$ cat src/rtl/spim_pkg.sv
package spim_pkg;

  localparam int WMAX   = 32;
  localparam int MODE_W = 23;
  localparam int SLOT_W = 6;

  typedef struct packed {
    logic       hw_cs;
    logic       loopback;
    logic       par_odd;
    logic       par_en;
    logic [2:0] gap;
    logic [2:0] trail;
    logic [2:0] lead;
    logic       cs_high;
    logic [5:0] width;
    logic       msb_first;
    logic       cpha;
    logic       cpol;
  } spim_mode_t;

  typedef enum logic [2:0] {
    ST_IDLE, ST_LEAD, ST_XFER, ST_TRAIL, ST_FIN, ST_GAP
  } spim_state_t;

  function automatic logic [SLOT_W-1:0] eff_width(input logic [5:0] w);
    if (w < 6'd2)  return 6'd2;
    if (w > 6'd32) return 6'd32;
    return w;
  endfunction

  function automatic logic [SLOT_W-1:0] frame_bits(input spim_mode_t m);
    return eff_width(m.width) + {5'd0, m.par_en};
  endfunction

  function automatic logic [4:0] bit_pos(input logic [SLOT_W-1:0] w,
                                         input logic msb,
                                         input logic [SLOT_W-1:0] k);
    logic [SLOT_W-1:0] p;
    p = msb ? (w - 6'd1 - k) : k;
    return p[4:0];
  endfunction

  function automatic logic parity_of(input logic [WMAX-1:0] d,
                                     input logic [SLOT_W-1:0] w);
    logic p;
    p = 1'b0;
    for (int i = 0; i < WMAX; i++) begin
      if (i < int'(w)) p = p ^ d[i];
    end
    return p;
  endfunction

  function automatic logic [2:0] minus_one(input logic [2:0] v);
    return v - 3'd1;
  endfunction

endpackage

$ cat src/rtl/spim_tick.sv
module spim_tick #(
  parameter int HALF_DIV = 2
) (
  input  logic clk_i,
  input  logic rst_ni,
  input  logic run_i,
  output logic tick_o
);
  localparam int CW = (HALF_DIV > 1) ? $clog2(HALF_DIV) : 1;
  localparam logic [CW-1:0] TOP = CW'(HALF_DIV - 1);

  logic [CW-1:0] cnt_q;

  assign tick_o = run_i && (cnt_q == TOP);

  always_ff @(posedge clk_i or negedge rst_ni) begin
    if (!rst_ni)                cnt_q <= '0;
    else if (!run_i || tick_o)  cnt_q <= '0;
    else                        cnt_q <= cnt_q + 1'b1;
  end

  AST_TICK_NEEDS_RUN: assert property (@(posedge clk_i) disable iff (!rst_ni)
    !run_i |=> (cnt_q == '0));

endmodule

$ cat src/rtl/spim_ctrl.sv
module spim_ctrl
  import spim_pkg::*;
(
  input  logic            clk_i,
  input  logic            rst_ni,
  input  logic            start_i,
  input  spim_mode_t      mode_i,
  input  logic [WMAX-1:0] tx_i,
  input  logic            tick_i,
  output spim_state_t     state_o,
  output spim_mode_t      cfg_o,
  output logic [WMAX-1:0] tx_o,
  output logic            load_o,
  output logic            run_o,
  output logic            shift_ev_o,
  output logic            sample_ev_o,
  output logic            tog_o
);
  spim_state_t       state_q;
  spim_mode_t        cfg_q;
  logic [WMAX-1:0]   tx_q;
  logic [2:0]        cnt_q;
  logic [SLOT_W:0]   h_q;
  logic              tog_q;

  logic [SLOT_W-1:0] nbits;
  logic [SLOT_W:0]   last_h;
  logic              xfer_tick;
  logic              lead_half;

  assign nbits     = frame_bits(cfg_q);
  assign last_h    = {nbits, 1'b0} - 1'b1;
  assign xfer_tick = (state_q == ST_XFER) && tick_i;
  assign lead_half = ~h_q[0];
  assign load_o    = start_i && (state_q == ST_IDLE);
  assign run_o     = (state_q == ST_LEAD) || (state_q == ST_XFER) ||
                     (state_q == ST_TRAIL) || (state_q == ST_GAP);

  assign sample_ev_o = xfer_tick && (cfg_q.cpha ? ~lead_half : lead_half);
  assign shift_ev_o  = xfer_tick && (cfg_q.cpha ? (lead_half && (h_q != '0))
                                                : (~lead_half && (h_q != last_h)));

  always_ff @(posedge clk_i or negedge rst_ni) begin
    if (!rst_ni) begin
      state_q <= ST_IDLE;
      cfg_q   <= '0;
      tx_q    <= '0;
      cnt_q   <= '0;
      h_q     <= '0;
      tog_q   <= 1'b0;
    end else begin
      case (state_q)
        ST_IDLE: if (start_i) begin
          cfg_q <= mode_i;
          tx_q  <= tx_i;
          h_q   <= '0;
          tog_q <= 1'b0;
          if (mode_i.lead == 3'd0) state_q <= ST_XFER;
          else begin
            state_q <= ST_LEAD;
            cnt_q   <= minus_one(mode_i.lead);
          end
        end
        ST_LEAD: if (tick_i) begin
          if (cnt_q == 3'd0) state_q <= ST_XFER;
          else               cnt_q   <= cnt_q - 3'd1;
        end
        ST_XFER: if (tick_i) begin
          tog_q <= ~tog_q;
          h_q   <= h_q + 1'b1;
          if (h_q == last_h) begin
            if (cfg_q.trail == 3'd0) state_q <= ST_FIN;
            else begin
              state_q <= ST_TRAIL;
              cnt_q   <= minus_one(cfg_q.trail);
            end
          end
        end
        ST_TRAIL: if (tick_i) begin
          if (cnt_q == 3'd0) state_q <= ST_FIN;
          else               cnt_q   <= cnt_q - 3'd1;
        end
        ST_FIN: begin
          if (cfg_q.gap == 3'd0) state_q <= ST_IDLE;
          else begin
            state_q <= ST_GAP;
            cnt_q   <= minus_one(cfg_q.gap);
          end
        end
        ST_GAP: if (tick_i) begin
          if (cnt_q == 3'd0) state_q <= ST_IDLE;
          else               cnt_q   <= cnt_q - 3'd1;
        end
        default: state_q <= ST_IDLE;
      endcase
    end
  end

  assign state_o = state_q;
  assign cfg_o   = cfg_q;
  assign tx_o    = tx_q;
  assign tog_o   = tog_q;

  AST_START_IGNORED: assert property (@(posedge clk_i) disable iff (!rst_ni)
    (start_i && (state_q != ST_IDLE)) |=> ($stable(tx_q) && $stable(cfg_q)));
  AST_BUSY_AFTER_START: assert property (@(posedge clk_i) disable iff (!rst_ni)
    load_o |=> (state_q != ST_IDLE));
  AST_SCLK_HOME_AT_END: assert property (@(posedge clk_i) disable iff (!rst_ni)
    (state_q == ST_FIN) |-> !tog_q);
  AST_ONE_EVENT_PER_EDGE: assert property (@(posedge clk_i) disable iff (!rst_ni)
    !(shift_ev_o && sample_ev_o));

endmodule

$ cat src/rtl/spim_shift.sv
module spim_shift
  import spim_pkg::*;
(
  input  logic            clk_i,
  input  logic            rst_ni,
  input  logic            load_i,
  input  logic            shift_ev_i,
  input  logic            sample_ev_i,
  input  spim_mode_t      cfg_i,
  input  logic [WMAX-1:0] tx_i,
  input  logic            miso_i,
  output logic            mosi_o,
  output logic [WMAX-1:0] rx_o,
  output logic            par_err_o
);
  logic [SLOT_W-1:0] txi_q;
  logic [SLOT_W-1:0] rxi_q;
  logic [WMAX-1:0]   rx_q;
  logic              rxpar_q;

  logic [SLOT_W-1:0] w;
  logic              tx_par;
  logic              rx_in;

  assign w      = eff_width(cfg_i.width);
  assign tx_par = parity_of(tx_i, w) ^ cfg_i.par_odd;
  assign mosi_o = (txi_q < w) ? tx_i[bit_pos(w, cfg_i.msb_first, txi_q)] : tx_par;
  assign rx_in  = cfg_i.loopback ? mosi_o : miso_i;

  always_ff @(posedge clk_i or negedge rst_ni) begin
    if (!rst_ni) begin
      txi_q   <= '0;
      rxi_q   <= '0;
      rx_q    <= '0;
      rxpar_q <= 1'b0;
    end else if (load_i) begin
      txi_q   <= '0;
      rxi_q   <= '0;
      rx_q    <= '0;
      rxpar_q <= 1'b0;
    end else begin
      if (shift_ev_i) txi_q <= txi_q + 1'b1;
      if (sample_ev_i) begin
        rxi_q <= rxi_q + 1'b1;
        if (rxi_q < w) rx_q[bit_pos(w, cfg_i.msb_first, rxi_q)] <= rx_in;
        else           rxpar_q <= rx_in;
      end
    end
  end

  assign rx_o      = rx_q;
  assign par_err_o = cfg_i.par_en && ((parity_of(rx_q, w) ^ rxpar_q) != cfg_i.par_odd);

  AST_RX_SLOT_RANGE: assert property (@(posedge clk_i) disable iff (!rst_ni)
    sample_ev_i |-> (rxi_q < frame_bits(cfg_i)));
  AST_TX_SLOT_RANGE: assert property (@(posedge clk_i) disable iff (!rst_ni)
    shift_ev_i |-> ((txi_q + 1'b1) < frame_bits(cfg_i)));

endmodule

$ cat src/rtl/spi_frame_master.sv
module spi_frame_master
  import spim_pkg::*;
#(
  parameter int HALF_DIV = 2
) (
  input  logic              clk_i,
  input  logic              rst_ni,
  input  logic              start_i,
  input  logic [WMAX-1:0]   tx_data_i,
  input  logic [MODE_W-1:0] mode_i,
  input  logic              sw_cs_i,
  input  logic              miso_i,
  output logic              sclk_o,
  output logic              mosi_o,
  output logic              cs_o,
  output logic [WMAX-1:0]   rx_data_o,
  output logic              done_o,
  output logic              busy_o,
  output logic              perr_o
);
  spim_mode_t      mode_in;
  spim_mode_t      cfg_q;
  spim_mode_t      cfg_live;
  spim_state_t     state;
  logic [WMAX-1:0] tx_q;
  logic            load, run, tick, shift_ev, sample_ev, tog;
  logic            par_err;
  logic            frame_cs;
  logic            cs_on;

  assign mode_in = spim_mode_t'(mode_i);

  spim_tick #(.HALF_DIV(HALF_DIV)) u_tick (
    .clk_i  (clk_i),
    .rst_ni (rst_ni),
    .run_i  (run),
    .tick_o (tick)
  );

  spim_ctrl u_ctrl (
    .clk_i       (clk_i),
    .rst_ni      (rst_ni),
    .start_i     (start_i),
    .mode_i      (mode_in),
    .tx_i        (tx_data_i),
    .tick_i      (tick),
    .state_o     (state),
    .cfg_o       (cfg_q),
    .tx_o        (tx_q),
    .load_o      (load),
    .run_o       (run),
    .shift_ev_o  (shift_ev),
    .sample_ev_o (sample_ev),
    .tog_o       (tog)
  );

  spim_shift u_shift (
    .clk_i       (clk_i),
    .rst_ni      (rst_ni),
    .load_i      (load),
    .shift_ev_i  (shift_ev),
    .sample_ev_i (sample_ev),
    .cfg_i       (cfg_q),
    .tx_i        (tx_q),
    .miso_i      (miso_i),
    .mosi_o      (mosi_o),
    .rx_o        (rx_data_o),
    .par_err_o   (par_err)
  );

  assign busy_o   = (state != ST_IDLE);
  assign cfg_live = busy_o ? cfg_q : mode_in;
  assign frame_cs = (state == ST_LEAD) || (state == ST_XFER) || (state == ST_TRAIL);
  assign cs_on    = cfg_live.hw_cs ? frame_cs : sw_cs_i;
  assign cs_o     = cfg_live.cs_high ? cs_on : ~cs_on;
  assign sclk_o   = cfg_live.cpol ^ tog;
  assign done_o   = (state == ST_FIN);
  assign perr_o   = done_o && par_err;

  AST_SCLK_IDLE_OUTSIDE: assert property (@(posedge clk_i) disable iff (!rst_ni)
    !frame_cs |-> (sclk_o == cfg_live.cpol));
  AST_DONE_SINGLE: assert property (@(posedge clk_i) disable iff (!rst_ni)
    done_o |=> !done_o);
  AST_PERR_WITH_DONE: assert property (@(posedge clk_i) disable iff (!rst_ni)
    perr_o |-> done_o);
  AST_DONE_CS_OFF: assert property (@(posedge clk_i) disable iff (!rst_ni)
    (done_o && cfg_q.hw_cs) |-> (cs_o != cfg_q.cs_high));
  AST_TICK_ONLY_RUNNING: assert property (@(posedge clk_i) disable iff (!rst_ni)
    tick |-> busy_o);

endmodule

$ cat config.mk
export PLATFORM = sky130hd
export DESIGN_NAME = spi_frame_master
export DESIGN_NICKNAME = d
export VERILOG_FILES = /design/src/rtl/spim_pkg.sv /design/src/rtl/spim_tick.sv /design/src/rtl/spim_ctrl.sv /design/src/rtl/spim_shift.sv /design/src/rtl/spi_frame_master.sv
export SDC_FILE = /design/constraint.sdc
export NUM_CORES = 1
export LEC_CHECK = 0
export ABC_AREA = 1
export CAP_MARGIN = 20
export CELL_PAD_IN_SITES_DETAIL_PLACEMENT = 1
export CELL_PAD_IN_SITES_GLOBAL_PLACEMENT = 1
export CORE_MARGIN = 2
export CORE_UTILIZATION = 48
export CTS_BUF_LIST = sky130_fd_sc_hd__clkbuf_8
export DETAILED_ROUTE_END_ITERATION = 16
export DONT_BUFFER_PORTS = 1
export PLACE_DENSITY = 0.86
export SLEW_MARGIN = 20
export SYNTH_ARGS = -nofsm -noshare
export SYNTH_HDL_FRONTEND = slang
export SYNTH_SLANG_ARGS = --single-unit
$ cat constraint.sdc
create_clock -name clk_i -period 4.4 [get_ports clk_i]
set_clock_uncertainty 0.2 [all_clocks]
set_input_delay 0.44 -clock clk_i [delete_from_list [all_inputs] [get_ports clk_i]]
set_output_delay 0.44 -clock clk_i [all_outputs]
set_load 0.02 [all_outputs]
## Word level (Yosys, flattened, before mapping)

Cells that the tools add are included.

| word-level totals | value |
|---|---|
| flip-flop bits (word level) | 115 |
| latch bits | 0 |
| bits in writable memories | 0 |
| memory bits (read-only) | 0 |
| bits of input ports | 60 |
| word-level logic and storage cells | 323 |
| memories | 0 |

| cells by class | value |
|---|---|
| add/subtract/negate cells | 13 |
| multiply operators | 0 |
| div/mod/pow operators | 0 |
| order comparisons | 39 |
| equal/unequal tests | 23 |
| shift-type cells | 0 |
| mux-type cells | 124 |
| bitwise operators | 68 |
| reductions and logical operators | 34 |

Operator list:

| cell | count |
|---|---|
| less-than comparator 5 x 6 -> 1 bit, first input constant | 16 |
| two-way mux 32 bit | 3 |
| two-way mux 1 bit | 81 |
| bitwise XOR 1 bit | 65 |
| two-way mux 3 bit | 19 |
| less-than comparator 4 x 6 -> 1 bit, first input constant | 8 |
| two-way mux 6 bit | 8 |
| bitwise mux 32 bit | 1 |
| less-than comparator 3 x 6 -> 1 bit, first input constant | 4 |
| two-way mux 23 bit | 1 |
| case mux 3 bit (6 select lines) | 1 |
| AND reduction 9 bit | 2 |
| != test 2 x 1 -> 1 bit, second input constant | 8 |
| logical NOT 3 bit | 5 |
| two-way mux 7 bit | 2 |
| != test 2 bit, second input constant | 7 |
| case mux 7 bit (2 select lines) | 1 |
| adder 6 x 1 -> 6 bit, second input constant | 2 |
| less-than comparator 1 x 6 -> 1 bit, first input constant | 2 |
| less-than comparator 2 x 6 -> 1 bit, first input constant | 2 |
| less-than comparator 5 x 6 -> 1 bit, second input constant | 2 |
| less-than comparator 6 bit | 2 |
| case mux 3 bit (4 select lines) | 1 |
| subtractor 3 x 1 -> 3 bit, second input constant | 4 |
| 31 further kinds | 54 |

## Longest topological paths before layout

Gate-level depths: netlist (run 1).

| logic depth | value |
|---|---|
| word-level depth | 76 |
| gate-level depth with buffers | 31 |

## Modules after synthesis

Synthesis (run 1) repeated with hierarchy kept, for this count alone.

| unflattened totals | value |
|---|---|
| cell total of the unflattened synthesis | 1262 |
| area total of the unflattened synthesis | 8589.5 um^2 |

Modules (own cells, without submodules):

| module | instances | cells an instance | area an instance (um^2) | seq. area each (um^2) |
|---|---|---|---|---|
| spim_shift | 1 | 802 | 5023.6 | 1126.1 |
| spim_ctrl | 1 | 431 | 3388.2 | 1726.7 |
| spi_frame_master | 1 | 24 | 135.1 | 0.0 |
| spim_tick | 1 | 5 | 42.5 | 25.0 |

## Worst setup path after synthesis (run 1)

No wires, ideal clock.

| timing path | value |
|---|---|
| path kind | register to output |
| start | reg, netlist name u_ctrl.cfg_o[6] |
| end | out mosi_o |
| arrival | 3462 ps |
| required time | 3760 ps |
| slack | 298 ps |
| cell stages (with the launch flop) | 23 |
| buffers on the path | 3 |
| path through | dfrtp_1 buf_2 nor2_2 buf_4 a211oi_1 inv_1 ha_1 clkbuf_1 inv_1 nor2_2 nor2_1 ha_1 xor2_1 nand2_1 o21ai_0 inv_1 o221ai_1 nand2_1 inv_1 o21ai_0 o211ai_1 nand2_2 inv_1 |

| on the way | value |
|---|---|
| word-level cells in the longest chain between the ends | 71 |
| elaborated cells between the ends (all ways) | 111 |
| those cells by class | add/sub: 2; order compare: 35; mux: 42; bitwise: 32 |

Ends and longest elaborated chain:

| what | line | RTL |
|---|---|---|
| greater-than comparator 6 bit | spim_pkg.sv:28 | `if (w > 6'd32) return 6'd32;` |
| two-way mux 1 bit (2 in a row) | spim_pkg.sv:28 |  |
| two-way mux 6 bit | spim_pkg.sv:29 | `return w;` |
| two-way mux 6 bit (*) | spim_pkg.sv:28 |  |
| less-than comparator 1 x 6 -> 1 bit | spim_pkg.sv:49 | `if (i < int'(w)) p = p ^ d[i];` |
| two-way mux 1 bit | spim_pkg.sv:49 |  |
| bitwise XOR 1 bit | spim_pkg.sv:49 |  |
| two-way mux 1 bit | spim_pkg.sv:49 |  |
| [... 54 more ...] | -- |  |
| bitwise XOR 1 bit | spim_pkg.sv:49 |  |
| two-way mux 1 bit | spim_pkg.sv:49 |  |
| bitwise XOR 1 bit | spim_pkg.sv:49 |  |
| two-way mux 1 bit | spim_pkg.sv:49 |  |
| bitwise XOR 1 bit | spim_pkg.sv:49 |  |
| two-way mux 1 bit | spim_pkg.sv:49 |  |
| bitwise XOR 1 bit | spim_shift.sv:26 | `assign tx_par = parity_of(tx_i, w) ^ cfg_i.par_odd;` |
| two-way mux 1 bit (*) | spim_shift.sv:27 | `assign mosi_o = (txi_q < w) ? tx_i[bit_pos(w, cfg_i.msb_first, txi_q)] : tx_par;` |
| to (decl) | spi_frame_master.sv:14 | `output logic mosi_o,` |

Every way passes the cells marked *; elsewhere a longest branch is shown, timed or not. The select of a mux whose other input is x is not followed.

## Worst setup path after layout (run 1)

| timing path | value |
|---|---|
| start | reg, netlist name u_ctrl.cfg_o[3] |
| end | out mosi_o |

| on the way | value |
|---|---|
| word-level cells in the longest chain between the ends | 71 |
| elaborated cells between the ends (all ways) | 111 |
| those cells by class | add/sub: 2; order compare: 35; mux: 42; bitwise: 32 |

Ends and longest elaborated chain:

| what | line |
|---|---|
| greater-than comparator 6 bit | spim_pkg.sv:28 |
| two-way mux 1 bit (2 in a row) | spim_pkg.sv:28 |
| two-way mux 6 bit | spim_pkg.sv:29 |
| two-way mux 6 bit (*) | spim_pkg.sv:28 |
| less-than comparator 1 x 6 -> 1 bit | spim_pkg.sv:49 |
| two-way mux 1 bit | spim_pkg.sv:49 |
| bitwise XOR 1 bit | spim_pkg.sv:49 |
| two-way mux 1 bit | spim_pkg.sv:49 |
| [... 54 more ...] | -- |
| bitwise XOR 1 bit | spim_pkg.sv:49 |
| two-way mux 1 bit | spim_pkg.sv:49 |
| bitwise XOR 1 bit | spim_pkg.sv:49 |
| two-way mux 1 bit | spim_pkg.sv:49 |
| bitwise XOR 1 bit | spim_pkg.sv:49 |
| two-way mux 1 bit | spim_pkg.sv:49 |
| bitwise XOR 1 bit | spim_shift.sv:26 |
| two-way mux 1 bit (*) | spim_shift.sv:27 |

Marked as above.

==> out/metrics.csv, run 1 <==
metric,value,unit
status,"finished, violations left",
violations in the final reports,negative setup slack,
"wirelength, routed",32600,um
final estimated routing congestion in global placement,0.917,
Core Footprint,0.0166,mm^2
via count of the first global-routing pass,8741,
estimated wirelength of the detail-placed design,20300,um
post-route DRC violation count,0,
Die H,134,um
highest cell delay on the worst timing path,0.54,ns
most frequent standard cell in the layout excluding fill and tap cells,nand2_1,
area used by multi-input combinational logic,0.00477,mm^2
worst setup timing slack at the placement stage,-0.116,ns
Final Setup Violations,6,
endpoint required time on the critical path,3.76,ns
Crit path arrival time,3.97,ns
post-layout min period,4.61,ns
clock slew at the register clock pins of the worst setup and hold paths,0.12,ns
Antenna Cells,0,
Initial Utilization,0.490,
First-pass DRT Iterations,5,
total congestion overflow,0,
mean routed wirelength per cell,22.4,um
number of slew-limit violations in the final report,0,
number of cell rows,47,
Die Footprint,0.0180,mm^2
critical setup path kind,reg2out,
global-route wire length before repair,46800,um
final-layout fill cell count,2180,
Crit Path Max Fanout,7,
number of antenna violations at the first check in global routing,1,
maximum root-to-sink buffer count,2,
slew at the pin closest to its max-slew limit,1.11,ns
"Primary FF master, synth",dfrtp_1,
achievable clock frequency,217,MHz
maxcap violations,0,
number of distinct library cell variants in the gate-level netlist after synthesis,50,
setup slack of the critical path after layout,-0.212,ns
proportion of synthesized chip area in sequential cells,0.345,
global routing usage summed across all routing layers,0.334,
post-route ant nets,0,
sequential cell area in the final layout,0.00281,mm^2
startpoint types,register,
Syn-to-layout area delta,14.9,%
cell at the slowest stage of the critical path,fa_1,
path class of the lowest-slack min-delay path,in2reg,
CTS Buf Count,9,
Clock Root Buffer,clkbuf_8,
CTS HTree Levels,3,
crit end category,output port,
number of enable-type register cells in the synthesized netlist,0,
Synth Net Count,1268,
share of async-settable or async-resettable flops after synthesis,1.00,
worst setup slack for register-to-register paths,-0.01,ns
latest clock arrival within the worst-skew pair,0.43,ns
TritonCTS clock tree,done,
final count of hold timing violations,0,
number of sinks on the clock net,112,
Buffers on Ports,0,
combined area of all synthesized cells,0.00813,mm^2
"Cell Chain, Critical Path","inv_1, nand3_1, nand2_2, nand2_4, inv_4, ha_4, fa_1, o21ai_4, buf_4, inv_2, o21ai_0, o22ai_1, nand2_1, nand2_1, and2_1, o21ai_0, o211ai_1, nand2_2, inv_4",
post-layout net count,1323,
layout cells sized above 1,0.0882,
DRC violation total after the first TritonRoute iteration,822,
fin crit share,1.05,
"commonest non-fill, non-tap cells in the layout","333 x nand2_1, 142 x nand3_1, 110 x inv_1",
vias per cell,6.23,
relative slew slack,0.260,
cell count after synthesis,1176,
count of vias placed by the detailed router,9068,
horizontal die dimension,134,um
mean instance size in the synthesized netlist,6.91,um^2
maximum number of pins on one net before global-route repair,113,
synth warn,0,
count of pins on the block boundary,98,
number of storage elements in the synthesis netlist,112,
==> Yosys cell counts (15+ instances only) <==
library cell  count  area (um^2)
nand2_1         334         1250
nand3_1         142          711
inv_1           116          435
dfrtp_1         112         2800
o21ai_0          83          415
nor2_1           69          259
nand4_1          48          300
nor3_1           44          220
xor2_1           33          289
ha_1             30          375
clkbuf_1         28          105
a21oi_1          23          115
xnor2_1          15          131
==> sequential cells by signal (all words and copies together) (netlist names) <==
name / flops
u_ctrl.tx_o: 32
u_shift.rx_o: 32
u_ctrl.cfg_o: 20
u_ctrl.h_q: 7
u_shift.rxi_q: 6
u_shift.txi_q: 6
u_ctrl.cnt_q: 3
u_ctrl.state_o: 3
u_ctrl.tog_o: 1
u_shift.rxpar_q: 1
u_tick.cnt_q: 1
==> worst max-delay path: cells and delay by family (launching register included) <==
family,cells,cell delay [ns]
adder cells (fa/ha/maj),2,0.75
AO/OA/AOI/OAI,5,0.91
flip-flops,1,0.41
buffers and inverters,5,0.60
AND/OR/NAND/NOR,7,0.85
==> stage by stage <==
step,hold WS [ns],std cells,area (um^2),util,setup TNS [ns]
4_1_cts,0.000463,1443,9170,0.553,0
6_report,0.0218,1456,9340,0.563,-0.255
2_1_floorplan,-0.0556,1176,8130,-,0
3_5_place_dp,-0.0525,1372,8350,0.503,-2.46
5_1_grt,0.0534,1456,9340,0.563,-3.32
3_3_place_gp,-0.0511,1372,8350,0.503,0
==> cell type report <==
cell class	count	area share
Timing Repair Buffer	87	0.0855
Inverter	126	0.0515
Multi-Input combinational cell	895	0.510
Clock inverter	7	0.00938
Clock buffer	9	0.0133
Tap cell	220	0.0295
Sequential cell	112	0.301
==> routing by layer <==
| metal | part of all wire | GRT usage |
|---|---|---|
| met2 | 0.46 | 0.546 |
| met3 | 0.079 | 0.0756 |
| met4 | 0.053 | 0.134 |
| met1 | 0.41 | 0.430 |
| met5 | 0.00049 | 0 |
==> worst paths after layout <==
path / start / endpoint / cells after the start
hold reg to reg: u_ctrl.cfg_o[0]$_DFFE_PN0P_ / u_ctrl.cfg_o[0]$_DFFE_PN0P_ / 2
hold / removal: mode_i[7] / u_ctrl.cfg_o[7]$_DFFE_PN0P_ / 2
max in group asynchronous: rst_ni / u_ctrl.tx_o[10]$_DFFE_PN0P_ / 2
setup reg to reg: u_ctrl.cfg_o[3]$_DFFE_PN0P_ / u_shift.rx_o[25]$_DFFE_PN0P_ / 22
min in group asynchronous: rst_ni / u_ctrl.cfg_o[9]$_DFFE_PN0P_ / 2
setup / recovery: u_ctrl.cfg_o[3]$_DFFE_PN0P_ / mosi_o / 19
==> what timing repair did <==
action	in CTS	in global routing
hold buffers	51	1
endpoints found under the hold margin	161	1
pin swaps	2	11
buffers inserted	4	12
endpoints found under the setup margin	35	35
resized for setup	17	21
==> cells by family after synthesis <==
logic type | Yosys count | share of synthesized area
AND/OR/NAND/NOR | 672 | 0.369
buffers and inverters | 169 | 0.0842
flip-flops | 112 | 0.345
XOR/XNOR | 49 | 0.0537
AO/OA/AOI/OAI | 142 | 0.0971
adder cells (fa/ha/maj) | 32 | 0.0511
Power of run 1 is left out: the tool's default activity adds up to more than one toggle a clock period on the data nets, which glitch-free logic cannot reach.
==> run 2: changes to the inputs <==
- ABC_AREA: 1 -> 0
- CORE_UTILIZATION: 48 -> 51
==> run 2 against run 1 <==
  * The run still ends with negative setup slack left
  * Sequential share of layout area shrank 2.2 points
  * Highest routed layer is now met4
  * Area after synthesis shrank 0.77%
  * Wire length shrank 1.4%
  * Critical endpoint is now u_shift.rx_o[23]$_DFFE_PN0P_
  * Critical path type is now reg2reg
  * Global-route usage grew 2.5 points
==> out/metrics.csv, run 2 <==
metric,value,unit
number of distinct library cell variants in the gate-level netlist after synthesis,75,
Synth Net Count,1021,
M2 GR Usage,0.631,
beginning of the worst hold path,mode_i[22],
number of cell rows,45,
"Primary FF master, synth",dfrtp_1,
Crit Path Max Fanout,8,
Final Setup Violations,36,
mean routed wirelength per cell,26.6,um
hold_ws,0.00500,ns
Post-synth top cells,"209 x nand2_1, 112 x dfrtp_1, 60 x xnor2_1",
horizontal die dimension,130,um
global-route wire length before repair,46400,um
slew at the pin closest to its max-slew limit,1.06,ns
path class of the lowest-slack min-delay path,in2reg,
startpoint types,register,
via count of the first global-routing pass,8254,
Antenna Cells,0,
post-route DRC violation count,0,
Initial Utilization,0.527,
fin crit share,1.12,
First-pass DRT Iterations,5,
RSZ-0062 raised after global routing,true,
number of storage elements in the synthesis netlist,112,
cell count after synthesis,929,
Crit path arrival time,5.00,ns
proportion of synthesized chip area in sequential cells,0.347,
maxcap violations,0,
"top cells by area, synth","dfrtp_1 35%, nand2_1 9.7%, xnor2_1 6.5%, ha_1 4.7%, o211ai_1 3.3%",
most frequent standard cell in the layout excluding fill and tap cells,nand2_1,
number of slew-limit violations in the final report,0,
Die Footprint,0.0168,mm^2
endpoint required time on the critical path,4.49,ns
count of vias placed by the detailed router,8093,
post-layout net count,1085,
status,"finished, violations left",
Die H,130,um
final count of hold timing violations,0,
post-layout min period,4.91,ns
maximum number of pins on one net before global-route repair,113,
number of antenna violations at the first check in global routing,0,
area fraction of the dominant cell type after synthesis,0.347,
final estimated routing congestion in global placement,0.973,
timing startpoint of the critical path,u_ctrl.cfg_o[6]$_DFFE_PN0P_,
layout cells sized above 1,0.153,
combined area of all synthesized cells,0.00807,mm^2
Buffers on Ports,0,
mean instance size in the synthesized netlist,8.68,um^2
Syn-to-layout area delta,24.8,%
met3 layer usage reported by global route,0.0681,
TritonCTS clock tree,done,
synth warn,0,
most common cell in the netlist,nand2_1,
CTS Buf Count,9,
global routing usage on met1,0.434,
"wirelength, routed",32100,um
global routing usage summed across all routing layers,0.358,
post-route ant nets,0,
"commonest non-fill, non-tap cells in the layout","205 x nand2_1, 112 x dfrtp_1, 55 x xnor2_1",
achievable clock frequency,204,MHz
layer carrying the most global-route usage,met2,
DRC violation total after the first TritonRoute iteration,846,
critical setup path kind,reg2reg,
number of sinks on the clock net,112,
number of enable-type register cells in the synthesized netlist,0,
latest clock arrival within the worst-skew pair,0.44,ns
crit end category,register,
count of pins on the block boundary,98,
maximum root-to-sink buffer count,2,
estimated wirelength of the detail-placed design,19400,um
Clock Root Buffer,clkbuf_8,
violations in the final reports,negative setup slack,
relative slew slack,0.286,
CTS HTree Levels,3,
total congestion overflow,0,
start of the worst register-to-register path,u_ctrl.cfg_o[6]$_DFFE_PN0P_,
worst setup timing slack at the placement stage,-0.0516,ns
Core Footprint,0.0153,mm^2
share of async-settable or async-resettable flops after synthesis,1.00,
clock slew at the register clock pins of the worst setup and hold paths,0.14,ns
setup slack of the critical path after layout,-0.512,ns
vias per cell,6.69,
library cell with the largest summed area after synthesis,dfrtp_1,
-- run 2: cell types whose count changed in the layout (fill, tap and decap cells not counted), moves of 27 or more --
cell | previous run | this run
inv_1 | 110 | 32
nand2_1 | 333 | 205
nand3_1 | 142 | 16
nand4_1 | 48 | 5
nor3_1 | 44 | 10
o211ai_1 | 1 | 35
o21ai_0 | 79 | 36
o41ai_4 | 0 | 27
xnor2_1 | 15 | 55
-- run 2: final timing paths --
path	end	slack [ns]	depth (start not counted)
min in group asynchronous	u_ctrl.cfg_o[21]$_DFFE_PN0P_	0.42	2
worst min-delay path	u_ctrl.cfg_o[22]$_DFFE_PN0P_	0.005	2
worst min register to register	u_ctrl.cfg_o[9]$_DFFE_PN0P_	0.29	2
max in group asynchronous	u_shift.rxi_q[4]$_DFFE_PN0N_	3.14	2
worst max-delay path	u_shift.rx_o[23]$_DFFE_PN0P_	-0.51	15
worst max register to register	u_shift.rx_o[23]$_DFFE_PN0P_	-0.51	15
-- run 2: cells by family after synthesis --
kind of cell             after synthesis  share of synthesized area
AO/OA/AOI/OAI                        228                      0.216
XOR/XNOR                              87                      0.101
adder cells (fa/ha/maj)               33                     0.0527
buffers and inverters                 89                     0.0470
flip-flops                           112                      0.347
multiplexers                          31                     0.0423
AND/OR/NAND/NOR                      349                      0.194
-- run 2: cell type report --
type / count / area [um^2]
clock inverter: 7 / 88.8
fill: 1693 / 5250
sequential: 112 / 2800
tap: 211 / 264
multi-input combinational: 728 / 5540
inverter: 35 / 131
timing repair buffer: 107 / 1120
clock buffer: 9 / 124
-- run 2: critical path, cell delays in order (launching register included) --
cell	delay, ns
dfrtp_1	0.43
or3_4	0.38
o211ai_1	0.28
inv_2	0.14
ha_4	0.31
buf_4	0.12
inv_1	0.06
ha_1	0.28
a21o_1	0.19
a21oi_1	0.19
xnor2_1	0.09
mux2i_1	0.54
nor2b_1	0.37
nand2_2	0.27
o211ai_1	0.69
o41ai_4	0.22
-- run 2: metrics by stage --
stage          utilization  std cells  cell area [um^2]  TNS, ns
4_1_cts              0.633       1200              9690    -5.03
3_3_place_gp         0.561       1120              8590        0
5_1_grt              0.657       1209             10100   -12.83
2_1_floorplan            -        929              8300   -0.875
6_report             0.657       1209             10100   -10.05
3_5_place_dp         0.561       1120              8590   -0.139
-- run 2: routing by layer --
layer	wire [um]	vias up
met5	0	-
met4	1440	0
met3	2240	119
met2	16200	431
met1	12200	4101
li1	-	3442
-- run 2: repair_timing --
item | CTS | global route
cloned | 4 | 0
resized for setup | 23 | 31
setup buffers | 7 | 8
hold buffers | 53 | 0
pin swaps | 11 | 7
hold endpoints to repair | 163 | 0
endpoints found under the setup margin | 35 | 43
Power of run 2 is left out for the same reason.
==> run 3: changes to the inputs <==
- RECOVER_POWER: not set -> 50
- REMOVE_ABC_BUFFERS: not set -> 1
==> run 3 against run 2 <==
  * The run ends with max-capacitance violations, max-slew violations, negative setup slack left
  * Via count increased by 1.9%
  * First-iteration DRC count decreased by 5.8%
  * Critical path type is now reg2out
  * Worst hold slack improved by 0.014 ns
  * Worst setup slack got worse by 0.13 ns
  * Wire length increased by 0.87%
  * Maximum frequency decreased by 2.6%
  * Design area decreased by 2.5%
  * Register-to-register slack improved by 0.15 ns
  * Largest cell class unchanged
  * Cell count increased by 0.33%
==> out/metrics.csv, run 3 (same netlist as run 2, synthesis figures left out) <==
metric,value,unit
global-route wire length before repair,44500,um
number of sinks on the clock net,112,
critical setup path kind,reg2out,
timing startpoint of the critical path,u_ctrl.cfg_o[6]$_DFFE_PN0P_,
number of slew-limit violations in the final report,113,
relative slew slack,-0.909,
slew at the pin closest to its max-slew limit,2.86,ns
Met2 Wirelength,15700,um
total congestion overflow,0,
Initial Utilization,0.527,
status,"finished, violations left",
latest clock arrival within the worst-skew pair,0.42,ns
maximum number of pins on one net before global-route repair,113,
beginning of the worst hold path,mode_i[5],
post-route ant nets,0,
cell type with the highest occurrence count on the critical path,xnor2_1,
total routed wire length on the met1 layer,11800,um
Die Footprint,0.0168,mm^2
mean routed wirelength per cell,26.7,um
Buffers on Ports,0,
highest cell delay on the worst timing path,0.50,ns
clock slew at the register clock pins of the worst setup and hold paths,0.10,ns
number of antenna violations at the first check in global routing,0,
highest routed layer,met4,
placed instance count,1123,
Final Setup Violations,35,
post-layout min period,5.04,ns
TritonCTS clock tree,done,
vias per cell,6.80,
Finished Layout Cells,1213,
RSZ-0062 raised after global routing,true,
startpoint types,register,
endpoint required time on the critical path,3.76,ns
Clock Root Buffer,clkbuf_8,
post-layout net count,1089,
number of cell rows,45,
count of vias placed by the detailed router,8249,
detailed route wirelength on metal3,2940,um
Syn-to-layout area delta,21.6,%
achievable clock frequency,198,MHz
post-route DRC violation count,0,
Core Footprint,0.0153,mm^2
First-pass DRT Iterations,6,
"wirelength, routed",32400,um
CTS HTree Levels,3,
DRC violation total after the first TritonRoute iteration,797,
estimated wirelength of the detail-placed design,19000,um
global routing usage summed across all routing layers,0.342,
start of the worst register-to-register path,u_ctrl.cfg_o[6]$_DFFE_PN0P_,
"Largest delay share family, worst path",XOR/XNOR gates,
count of cells along the worst register-to-register path,14,
maximum root-to-sink buffer count,2,
capture endpoint of the worst hold path,u_ctrl.cfg_o[5]$_DFFE_PN0P_,
Crit Path Max Fanout,7,
CTS Buf Count,9,
crit end category,output port,
final count of hold timing violations,0,
horizontal die dimension,130,um
Crit path arrival time,4.40,ns
violations in the final reports,"max-capacitance violations, max-slew violations, negative setup slack",
fin crit share,1.15,
"commonest non-fill, non-tap cells in the layout","208 x nand2_1, 112 x dfrtp_1, 54 x xnor2_1",
path class of the lowest-slack min-delay path,in2reg,
worst setup slack for register-to-register paths,-0.36,ns
Die H,130,um
cell at the slowest stage of the critical path,xnor2_1,
setup slack of the critical path after layout,-0.642,ns
layout cells sized above 1,0.170,
via count of the first global-routing pass,8197,
maxcap violations,1,
"Cell Chain, Critical Path","or3_4, o211ai_1, buf_4, ha_4, buf_8, buf_6, nand2b_4, nand2_1, a31oi_1, o221ai_2, xnor2_1, xnor2_1, xnor2_1, xnor3_2, xnor2_2, nor2_1, buf_4",
count of pins on the block boundary,98,
worst hold stages,2,
Antenna Cells,0,
WP buf/inv,4,
worst reg2reg path endpoint,u_shift.rx_o[3]$_DFFE_PN0P_,
most frequent standard cell in the layout excluding fill and tap cells,nand2_1,
final estimated routing congestion in global placement,0.910,
[run 3: cell types whose count changed in the layout (fill, tap and decap cells not counted), moves of 4 or more]
cell	previous run	this run
o21ai_0	36	32
o41ai_4	27	6
buf_12	6	1
buf_4	42	49
o41ai_2	7	28
buf_16	5	0
o221a_4	1	5
[run 3: worst reg2reg max path, delay by kind of cell (launching register included)]
kind	cells	cell delay, ns
buffers and inverters	2	0.41
adders and majority gates	2	0.44
xor gates and xnor gates	2	0.36
and+or+nand+nor	1	0.38
DFF	1	0.41
AOI/OAI and AO/OA	6	1.91
muxes	1	0.51
[run 3: what timing repair did]
action	CTS	global route
hold buffers	50	0
setup buffers	9	10
cloned	0	4
endpoints found under the setup margin	36	40
resized for setup	31	57
pin swaps	22	27
endpoints found under the hold margin	160	0
[run 3: final cells by class]
type,instances,area (um^2)
inverters,35,135
well taps,211,264
repair buffers,107,962
fillers,1731,5500
flip-flops and latches,112,2800
clock inverters,7,56.3
multi-input cells,732,5470
clock buffers,9,124
[run 3: how the worst max path moves through the flow]
| stage | slack [ns] | to | cells after the start |
|---|---|---|---|
| 2_1_floorplan | -0.48 | u_shift.rx_o[0]$_DFFE_PN0P_ | 13 |
| 3_3_place_gp | -0.05 | u_shift.rx_o[8]$_DFFE_PN0P_ | 12 |
| 3_5_place_dp | -0.31 | u_shift.rx_o[6]$_DFFE_PN0P_ | 12 |
| 4_1_cts | -0.33 | mosi_o | 13 |
| 5_1_grt | -0.92 | perr_o | 17 |
| 6_report | -0.64 | perr_o | 17 |
[run 3: metrics by stage]
| step | hold slack, ns | setup TNS [ns] | utilization | setup slack [ns] | instance area [um^2] |
|---|---|---|---|---|---|
| 2_1_floorplan | -0.0556 | -15.47 | - | -0.476 | 7820 |
| 3_3_place_gp | -0.0509 | -0.716 | 0.547 | -0.0450 | 8380 |
| 3_5_place_dp | -0.0509 | -5.44 | 0.547 | -0.310 | 8380 |
| 4_1_cts | 0.0189 | -1.07 | 0.609 | -0.329 | 9330 |
| 5_1_grt | 0.0242 | -8.37 | 0.641 | -0.918 | 9810 |
| 6_report | 0.0192 | -5.71 | 0.641 | -0.642 | 9810 |
[run 3: per-layer routing]
layer,track usage,vias to the layer above
li1,-,3452
met1,0.415,4061
met5,0,-
met2,0.588,551
met3,0.0611,185
met4,0.170,0
Power of run 3 is left out for the same reason.
